File: config.mk
export PLATFORM = sky130hd
export DESIGN_NAME = mbus_periph
export DESIGN_NICKNAME = d
export VERILOG_FILES = /design/src/rtl/mbus_pkg.sv /design/src/rtl/mbus_latch.sv /design/src/rtl/mbus_decode.sv /design/src/rtl/mbus_wait.sv /design/src/rtl/mbus_regfile.sv /design/src/rtl/mbus_periph.sv
export SDC_FILE = /design/constraint.sdc
export NUM_CORES = 1
export LEC_CHECK = 0
export BUFFER_PORTS_ARGS = -buffer_cell sky130_fd_sc_hd__buf_2
export CAP_MARGIN = 20
export CORE_MARGIN = 10
export CORE_UTILIZATION = 45
export CTS_CLUSTER_DIAMETER = 80
export DETAILED_ROUTE_END_ITERATION = 8
export PLACE_DENSITY_LB_ADDON = 0.25
export RECOVER_POWER = 100
export SYNTH_ARGS = -nofsm -noshare
export SYNTH_HDL_FRONTEND = slang
export SYNTH_HIERARCHICAL = 1
export SYNTH_SLANG_ARGS = --single-unit
export TNS_END_PERCENT = 50
File: constraint.sdc
create_clock -name clk -period 2.1 [get_ports clk]
set_input_delay 0.105 -clock clk [delete_from_list [all_inputs] [get_ports clk]]
set_output_delay 0.105 -clock clk [all_outputs]
set_load 0.01 [all_outputs]
File: src/rtl/mbus_pkg.sv
package mbus_pkg;

  typedef enum logic [2:0] {
    CYC_NONE,
    CYC_MRD,
    CYC_FETCH,
    CYC_MWR,
    CYC_IRD,
    CYC_IWR,
    CYC_INTA,
    CYC_HALT
  } cyc_e;

  // status bits ordered {io_m, st1, st0}
  function automatic cyc_e cyc_decode(input logic [2:0] st);
    case (st)
      3'b010:  return CYC_MRD;
      3'b011:  return CYC_FETCH;
      3'b001:  return CYC_MWR;
      3'b110:  return CYC_IRD;
      3'b101:  return CYC_IWR;
      3'b111:  return CYC_INTA;
      3'b000:  return CYC_HALT;
      default: return CYC_NONE;
    endcase
  endfunction

endpackage

File: src/rtl/mbus_latch.sv
module mbus_latch #(
  parameter int AW = 16,
  parameter int BW = 8
) (
  input  logic          clk,
  input  logic          rst,
  input  logic          ale,
  input  logic [BW-1:0] ad_in,
  input  logic [AW-BW-1:0] a_hi,
  input  logic [2:0]    stat_in,
  output logic [AW-1:0] addr_o,
  output logic [2:0]    stat_o
);

  // follow the bus while the strobe is high, freeze on its fall
  always_ff @(posedge clk) begin
    if (rst) begin
      addr_o <= '0;
      stat_o <= '0;
    end else if (ale) begin
      addr_o <= {a_hi, ad_in};
      stat_o <= stat_in;
    end
  end

  // held address is frozen once the strobe was low
  p_addr_frozen_r2: assert property (@(posedge clk) disable iff (rst)
    (!$past(ale) && !$past(rst)) |-> ($stable(addr_o) && $stable(stat_o)));

endmodule

File: src/rtl/mbus_decode.sv
module mbus_decode
  import mbus_pkg::*;
#(
  parameter int          AW        = 16,
  parameter int          IDX_W     = 3,
  parameter logic [15:0] BASE_ADDR = 16'h4000,
  parameter bit          IO_SPACE  = 1'b0
) (
  input  logic             clk,
  input  logic             rst,
  input  logic             ale,
  input  logic [AW-1:0]    addr,
  input  logic [2:0]       stat,
  output logic             sel_rd,
  output logic             sel_wr,
  output logic [IDX_W-1:0] idx
);

  cyc_e cyc;
  logic hit;
  logic kind_rd;
  logic kind_wr;

  assign cyc = cyc_decode(stat);

  generate
    if (IO_SPACE) begin : g_io
      assign hit     = (addr[7:IDX_W] == BASE_ADDR[7:IDX_W]);
      assign kind_rd = (cyc == CYC_IRD);
      assign kind_wr = (cyc == CYC_IWR);
    end else begin : g_mem
      assign hit     = (addr[AW-1:IDX_W] == BASE_ADDR[AW-1:IDX_W]);
      assign kind_rd = (cyc == CYC_MRD) || (cyc == CYC_FETCH);
      assign kind_wr = (cyc == CYC_MWR);
    end
  endgenerate

  always_ff @(posedge clk) begin
    if (rst || ale) begin
      sel_rd <= 1'b0;
      sel_wr <= 1'b0;
    end else begin
      sel_rd <= hit && kind_rd;
      sel_wr <= hit && kind_wr;
    end
    idx <= addr[IDX_W-1:0];
  end

  // a cycle is never both read and write
  p_sel_excl_r3: assert property (@(posedge clk) disable iff (rst)
    !(sel_rd && sel_wr));

endmodule

File: src/rtl/mbus_wait.sv
module mbus_wait #(
  parameter int WAIT_CYCLES = 2
) (
  input  logic clk,
  input  logic rst,
  input  logic ale,
  input  logic sel,
  output logic ready
);

  localparam int CNT_W = 3;
  localparam logic [CNT_W-1:0] WAIT_L = CNT_W'(WAIT_CYCLES);

  logic [CNT_W-1:0] cnt;
  logic             stall;

  assign stall = sel && !ale && (cnt < WAIT_L);

  always_ff @(posedge clk) begin
    if (rst) begin
      cnt   <= '0;
      ready <= 1'b1;
    end else begin
      if (ale)
        cnt <= '0;
      else if (stall)
        cnt <= cnt + 1'b1;
      ready <= !stall;
    end
  end

  // a new address strobe releases the bus at once
  p_ale_release_r9: assert property (@(posedge clk) disable iff (rst)
    ale |=> ready);

endmodule

File: src/rtl/mbus_regfile.sv
module mbus_regfile #(
  parameter int DW = 8,
  parameter int AW = 3
) (
  input  logic          clk,
  input  logic          we,
  input  logic [AW-1:0] waddr,
  input  logic [DW-1:0] wdata,
  input  logic [AW-1:0] raddr,
  output logic [DW-1:0] rdata
);

  localparam int DEPTH = 1 << AW;

  logic [DW-1:0] mem [0:DEPTH-1];

  always_ff @(posedge clk) begin
    if (we)
      mem[waddr] <= wdata;
    rdata <= mem[raddr];
  end

endmodule

File: src/rtl/mbus_periph.sv
module mbus_periph #(
  parameter logic [15:0] BASE_ADDR   = 16'h4000,
  parameter int          IDX_W       = 3,
  parameter bit          IO_SPACE    = 1'b0,
  parameter int          WAIT_CYCLES = 2
) (
  input  logic       clk,
  input  logic       rst,
  input  logic       ale,
  input  logic [7:0] ad_in,
  input  logic [7:0] a_hi,
  input  logic       io_m,
  input  logic       st1,
  input  logic       st0,
  input  logic       rd_n,
  input  logic       wr_n,
  output logic [7:0] ad_out,
  output logic       ad_oe,
  output logic       ready
);

  localparam int AW = 16;
  localparam int DW = 8;

  logic [AW-1:0]    lat_addr;
  logic [2:0]       lat_stat;
  logic             sel_rd;
  logic             sel_wr;
  logic [IDX_W-1:0] idx;
  logic             wr_q;
  logic [DW-1:0]    wdata_q;
  logic             we;

  mbus_latch #(.AW(AW), .BW(DW)) u_latch (
    .clk(clk), .rst(rst), .ale(ale), .ad_in(ad_in), .a_hi(a_hi),
    .stat_in({io_m, st1, st0}), .addr_o(lat_addr), .stat_o(lat_stat)
  );

  mbus_decode #(
    .AW(AW), .IDX_W(IDX_W), .BASE_ADDR(BASE_ADDR), .IO_SPACE(IO_SPACE)
  ) u_decode (
    .clk(clk), .rst(rst), .ale(ale), .addr(lat_addr), .stat(lat_stat),
    .sel_rd(sel_rd), .sel_wr(sel_wr), .idx(idx)
  );

  mbus_wait #(.WAIT_CYCLES(WAIT_CYCLES)) u_wait (
    .clk(clk), .rst(rst), .ale(ale), .sel(sel_rd || sel_wr), .ready(ready)
  );

  // write data follows the bus while the strobe is low; commit on its rise
  always_ff @(posedge clk) begin
    if (rst) begin
      wr_q    <= 1'b1;
      wdata_q <= '0;
    end else begin
      wr_q <= wr_n;
      if (!wr_n)
        wdata_q <= ad_in;
    end
  end

  assign we = sel_wr && !wr_q && wr_n;

  mbus_regfile #(.DW(DW), .AW(IDX_W)) u_rf (
    .clk(clk), .we(we), .waddr(idx), .wdata(wdata_q),
    .raddr(idx), .rdata(ad_out)
  );

  always_ff @(posedge clk) begin
    if (rst)
      ad_oe <= 1'b0;
    else
      ad_oe <= sel_rd && !rd_n;
  end

  // drive only after a sampled read strobe
  p_oe_after_rd_r6: assert property (@(posedge clk) disable iff (rst)
    ad_oe |-> $past(!rd_n));

  // never drive during a write-kind cycle
  p_no_oe_write_r10: assert property (@(posedge clk) disable iff (rst)
    ad_oe |-> lat_stat[1]);

  // run of low ready never exceeds the configured count
  logic [3:0] low_run;
  always_ff @(posedge clk) begin
    if (rst || ready)
      low_run <= '0;
    else
      low_run <= low_run + 1'b1;
  end

  p_wait_bound_r8: assert property (@(posedge clk) disable iff (rst)
    low_run <= 4'(WAIT_CYCLES));

endmodule

### Word-level counts from Yosys, hierarchy flattened

Memory sizes are Yosys's and may differ from the RTL's. A register that Yosys moved wholly into a read port is not among the register bits.
Index checks and enable logic that the tools add are counted.
W data, S select, Z words.

| operators by class | value |
|---|---|
| add/subtract/negate cells | 1 |
| magnitude comparators | 1 |
| equal/unequal tests | 10 |
| muxes and demuxes | 3 |
| reduce and logical (&&, ||, !) cells | 16 |

Operators by type and width:

| kind | count |
|---|---|
| $pmux W3 S7 | 1 |
| $eq A13 B12 Y1 const B | 1 |
| $eq A3 B2 Y1 const B | 4 |
| $eq A3 B3 Y1 const B | 3 |
| $logic_and A1 B1 Y1 | 7 |
| $eq A3 B1 Y1 const B | 2 |
| $logic_not A1 Y1 | 4 |
| $add A3 B1 Y3 const B | 1 |
| $logic_not A3 Y1 | 1 |
| $logic_or A1 B1 Y1 | 3 |
| $lt A3 B2 Y1 const B | 1 |
| $mux W1 | 2 |
| $reduce_or A2 Y1 | 1 |

| word-level totals | value |
|---|---|
| register bits | 38 |
| bits in writable memories | 64 |
| input port bits | 24 |
| output and inout bits | 10 |
| word-level logic and storage cells | 42 |
| memories | 1 |

Memories:

| name | depth | bits a word | read ports | clocked after Yosys merged registers in | write ports | RTL line | source |
|---|---|---|---|---|---|---|---|
| u_rf.mem | 8 | 8 | 1 | 1 | 1 | mbus_regfile.sv:15 | `logic [DW-1:0] mem [0:DEPTH-1];` |

### Depth between registers and ports, before layout

| logic depth | value |
|---|---|
| word-level depth | 5 |
| gate-level depth with buffers | 5 |
| depth with buffers taken out | 4 |

### By module

Netlist, hierarchy kept.

Modules (own cells, without submodules):

| module | instances | cells each | area an instance (sq um) | seq. area each (sq um) |
|---|---|---|---|---|
| mbus_regfile | 1 | 114 | 2691.3 | 2082.0 |
| mbus_latch | 1 | 61 | 683.2 | 380.4 |
| mbus_periph | 1 | 33 | 354.1 | 200.2 |
| mbus_wait | 1 | 15 | 173.9 | 80.1 |
| mbus_decode | 1 | 15 | 167.7 | 100.1 |

### Worst setup path before layout

OpenSTA, ideal clock, no wires.

| timing path | value |
|---|---|
| kind | reg-to-reg |
| from | register u_decode.idx[0] |
| to | register u_rf.rdata[1] (read register of u_rf.mem) |
| setup time | 0.121 ns |
| arrival | 1.445 ns |
| data required time | 1.979 ns |
| path slack | 0.534 ns |
| cell stages (with the launch flop) | 5 |
| path buffers | 2 |
| period minus slack after synthesis | 1.566 ns |
| path through | dfxtp_1 > buf_6 > buf_12 > mux4_1 > mux2_2 |

RTL lines:

| item | RTL line | source |
|---|---|---|
| from (decl) | mbus_decode.sv:16 | `output logic [IDX_W-1:0] idx` |
| from (signal assigned) | mbus_decode.sv:46 | `idx <= addr[IDX_W-1:0];` |
| to (decl) | mbus_regfile.sv:10 | `output logic [DW-1:0] rdata` |

### Worst setup path after layout

| timing path | value |
|---|---|
| from | register u_decode.idx[2] |
| to | memory u_rf.mem[0][1] (enable) |

RTL lines:

| item | RTL line |
|---|---|
| to (decl) | mbus_regfile.sv:15 |

Straight into the memory's write port.

==> results.md <==
- Fin cells: 422
- Crit-path cells: clkbuf_1, nand2b_1, nor3_1, clkbuf_1
- Placed Cells: 387
- Post-synthesis register bit count: between 100 and 150
- Routed len/inst: 17.6 um
- Starting Density: 46.4%
- Yosys warns: 6
- Worst setup EP type: flop
- Hold Vio Cnt, Final: 0
- Setup Viol. Count Final: 0
- # rows: 34
- Register area share after synthesis: 69.8%
- First-pass GRT wire length: 11900 um
- Fin crit period: 1.75 ns
- RSZ-0062 raised after global routing: false
- Gates resized, CTS repair: 0
- Number of port buffers: 33
- Unique masters post-synth: 28
- DRC: 0
- Chip width: 115 um
- Hold buffer count at CTS: 19
- IO Pins: 34
- PwrDens: 805 nW/um2
- Cells after Synth: 238
- Diode count: 0
- Routed Antenna Nets: 0
- Worst min path class: in -> reg
- Setup TNS: 0 ns
- Max Freq: roughly 570 MHz
- Vias per cell: 5.16
- M1 WL: 3390 um
- CP max FO: 5
- Dpl hpwl: 5010 um
- Post-CTS Setup Bufs: 0
- Final wirelength: 7440 um
- H-tree depth: 3
- Finished Core Util: between 50% and 60%
- RePlAce Congestion: approximately 0.74
- Number of synthesized flops with an enable pin: 64
- Met2 wire length: 3560 um
- Clock skew: 0.0143 ns
- Asr flop ratio synth: 0%
- Mapped Area: 4070 um2
- Clock Pin Slew Worst Setup and Hold Paths: 0.09 ns
- Rel. slew slack: 9.60%
- Share of cells above drive strength 1: 18.2%
- Pleak: approximately 0.0018 uW
- Most frequent CP cell: clkbuf_1
- Syn Nets: 263
- Number of global-route vias before repair: 2260
- Via count: 2176
- Grt ovf: 0
- Synthesis-to-layout area growth: 16.4%
- Commonest cells after routing, fill and taps aside: edfxtp_1 (64), dfxtp_1 (46), nor2_1 (37)
- Final Max Slew Viols: 0
- WP data required: 2.14 ns
- Routed met3 length: between 300 and 400 um
- Nets@finish: 334
- Top Layer Used: met4
- Crit share post-route: 83.2%
- Initial antenna violation count: 0
- Syn avg cell area: roughly 17 um2
- Crit Path Class: reg -> reg
- DRT Pass-1 Iters: 5
- Die area: 13200 um2
- Worst-skew pair later-pin latency: 0.37 ns
- Worst Tran Pin Value: between 1 and 1.5 ns
- Die Height: 115 um
- Root Driver: clkbuf_8
- Max cap viols: 0
- Clock Tree Buf Depth: 2
- Largest net degree at the start of global routing: 34
- Outcome: finished, final reports clean
- Crit-path max cell delay: between 0.4 and 0.5 ns
- Crit path DAT: approximately 1.8 ns
- Startpoint class of the critical path: flop
- Iteration-0 DRC count of the detailed router: 94
- Slowest CP cell: nor3_1
- CTS tree: yes
- Worst vdd ir: around 640 uV
- All-Layer GR Usage: a little under an eighth
- Synth Flop Type: edfxtp_1
- Core ar.: 8760 um2
- Commonest non-fill, non-tap cell in the layout: edfxtp_1
- Cts bufs inserted: 9
- Clock sink total: between 100 and 150
==> registers in the layout (all words and copies together), names as in the netlist, 3 cells and up <==
signal          flops
u_decode/idx        3
u_latch/stat_o      3
u_rf/rdata          8
u_latch/addr_o     16
u_rf/mem           64
wdata_q             8
u_wait/cnt          3
==> power by group <==
group	switching [uW]	internal (uW)
clock	666	548
sequential	41.6	2330
combinational	102	129
total	809	3000
==> synthesized netlist by cell type (2+ instances only) <==
cell type	instances	area share, %
nor3_1	5	0.61
nand2b_1	3	0.46
o21a_1	2	0.37
nor2_1	37	3.4
dfxtp_1	46	23
edfxtp_1	64	47
mux2i_1	27	6.6
nor4b_2	2	0.74
buf_2	3	0.37
mux2_2	8	2.2
nand2_1	5	0.46
nand3_1	2	0.25
mux4_1	15	9.7
buf_6	3	0.83
buf_12	2	0.98
nor3b_1	2	0.37
==> per-stage QoR <==
stage / area (um2) / total power (uW) / worst slack, ns / hold WS, ns
2_1_floorplan: 4070 / 2550 / 0.534 / 0.181
3_3_place_gp: 4420 / 2620 / 0.489 / 0.284
3_5_place_dp: 4420 / 2630 / 0.417 / 0.280
4_1_cts: 4800 / 3860 / 0.404 / 0.00693
5_1_grt: 4740 / 3970 / 0.225 / 0.0202
6_report: 4740 / 3810 / 0.352 / 0.0308
==> cells by family (layout without fill, tap and decap cells) <==
family / Yosys count / count (layout) / synth area share, %
AOI/OAI and AO/OA: 2 / 2 / 0.369
adders and majority gates: 1 / 1 / 0.307
buffers and inverters: 11 / 87 / 2.49
DFF: 110 / 110 / 69.8
muxes: 52 / 52 / 19.5
and+or+nand+nor: 62 / 62 / 7.53
==> per-layer routing <==
layer  up-vias  GRT usage (%)
li1       1043              -
met1      1063           14.6
met2        56           18.8
met3        14           4.06
met4         0           3.96
met5         -              0
==> critical path: cells and delay by family (launching register included) <==
| family | cells | cell delay (ns) |
|---|---|---|
| AND/OR/NAND/NOR | 2 | 0.60 |
| flip-flops | 1 | 0.33 |
| buffers and inverters | 2 | 0.49 |
==> layout make-up <==
class                      count  area [um2]
tap                          108         135
multi-input combinational    117        1120
clock inverter                 6        62.6
clock buffer                  10         128
timing repair buffer          71         452
sequential                   110        2840
fill                         735        4030
==> path summary, 6_finish.rpt <==
check / start / end / slack (ns) / depth (start not counted)
setup / recovery: u_decode/idx[2] / u_rf/mem[0][1] / 0.35 / 4
hold / removal: ad_in[2] / u_latch/addr_o[2] / 0.03 / 3
setup reg to reg: u_decode/idx[2] / u_rf/mem[0][1] / 0.35 / 4
hold reg to reg: u_latch/addr_o[0] / u_decode/idx[0] / 0.36 / 0
(Power assumes the default switching activity.)
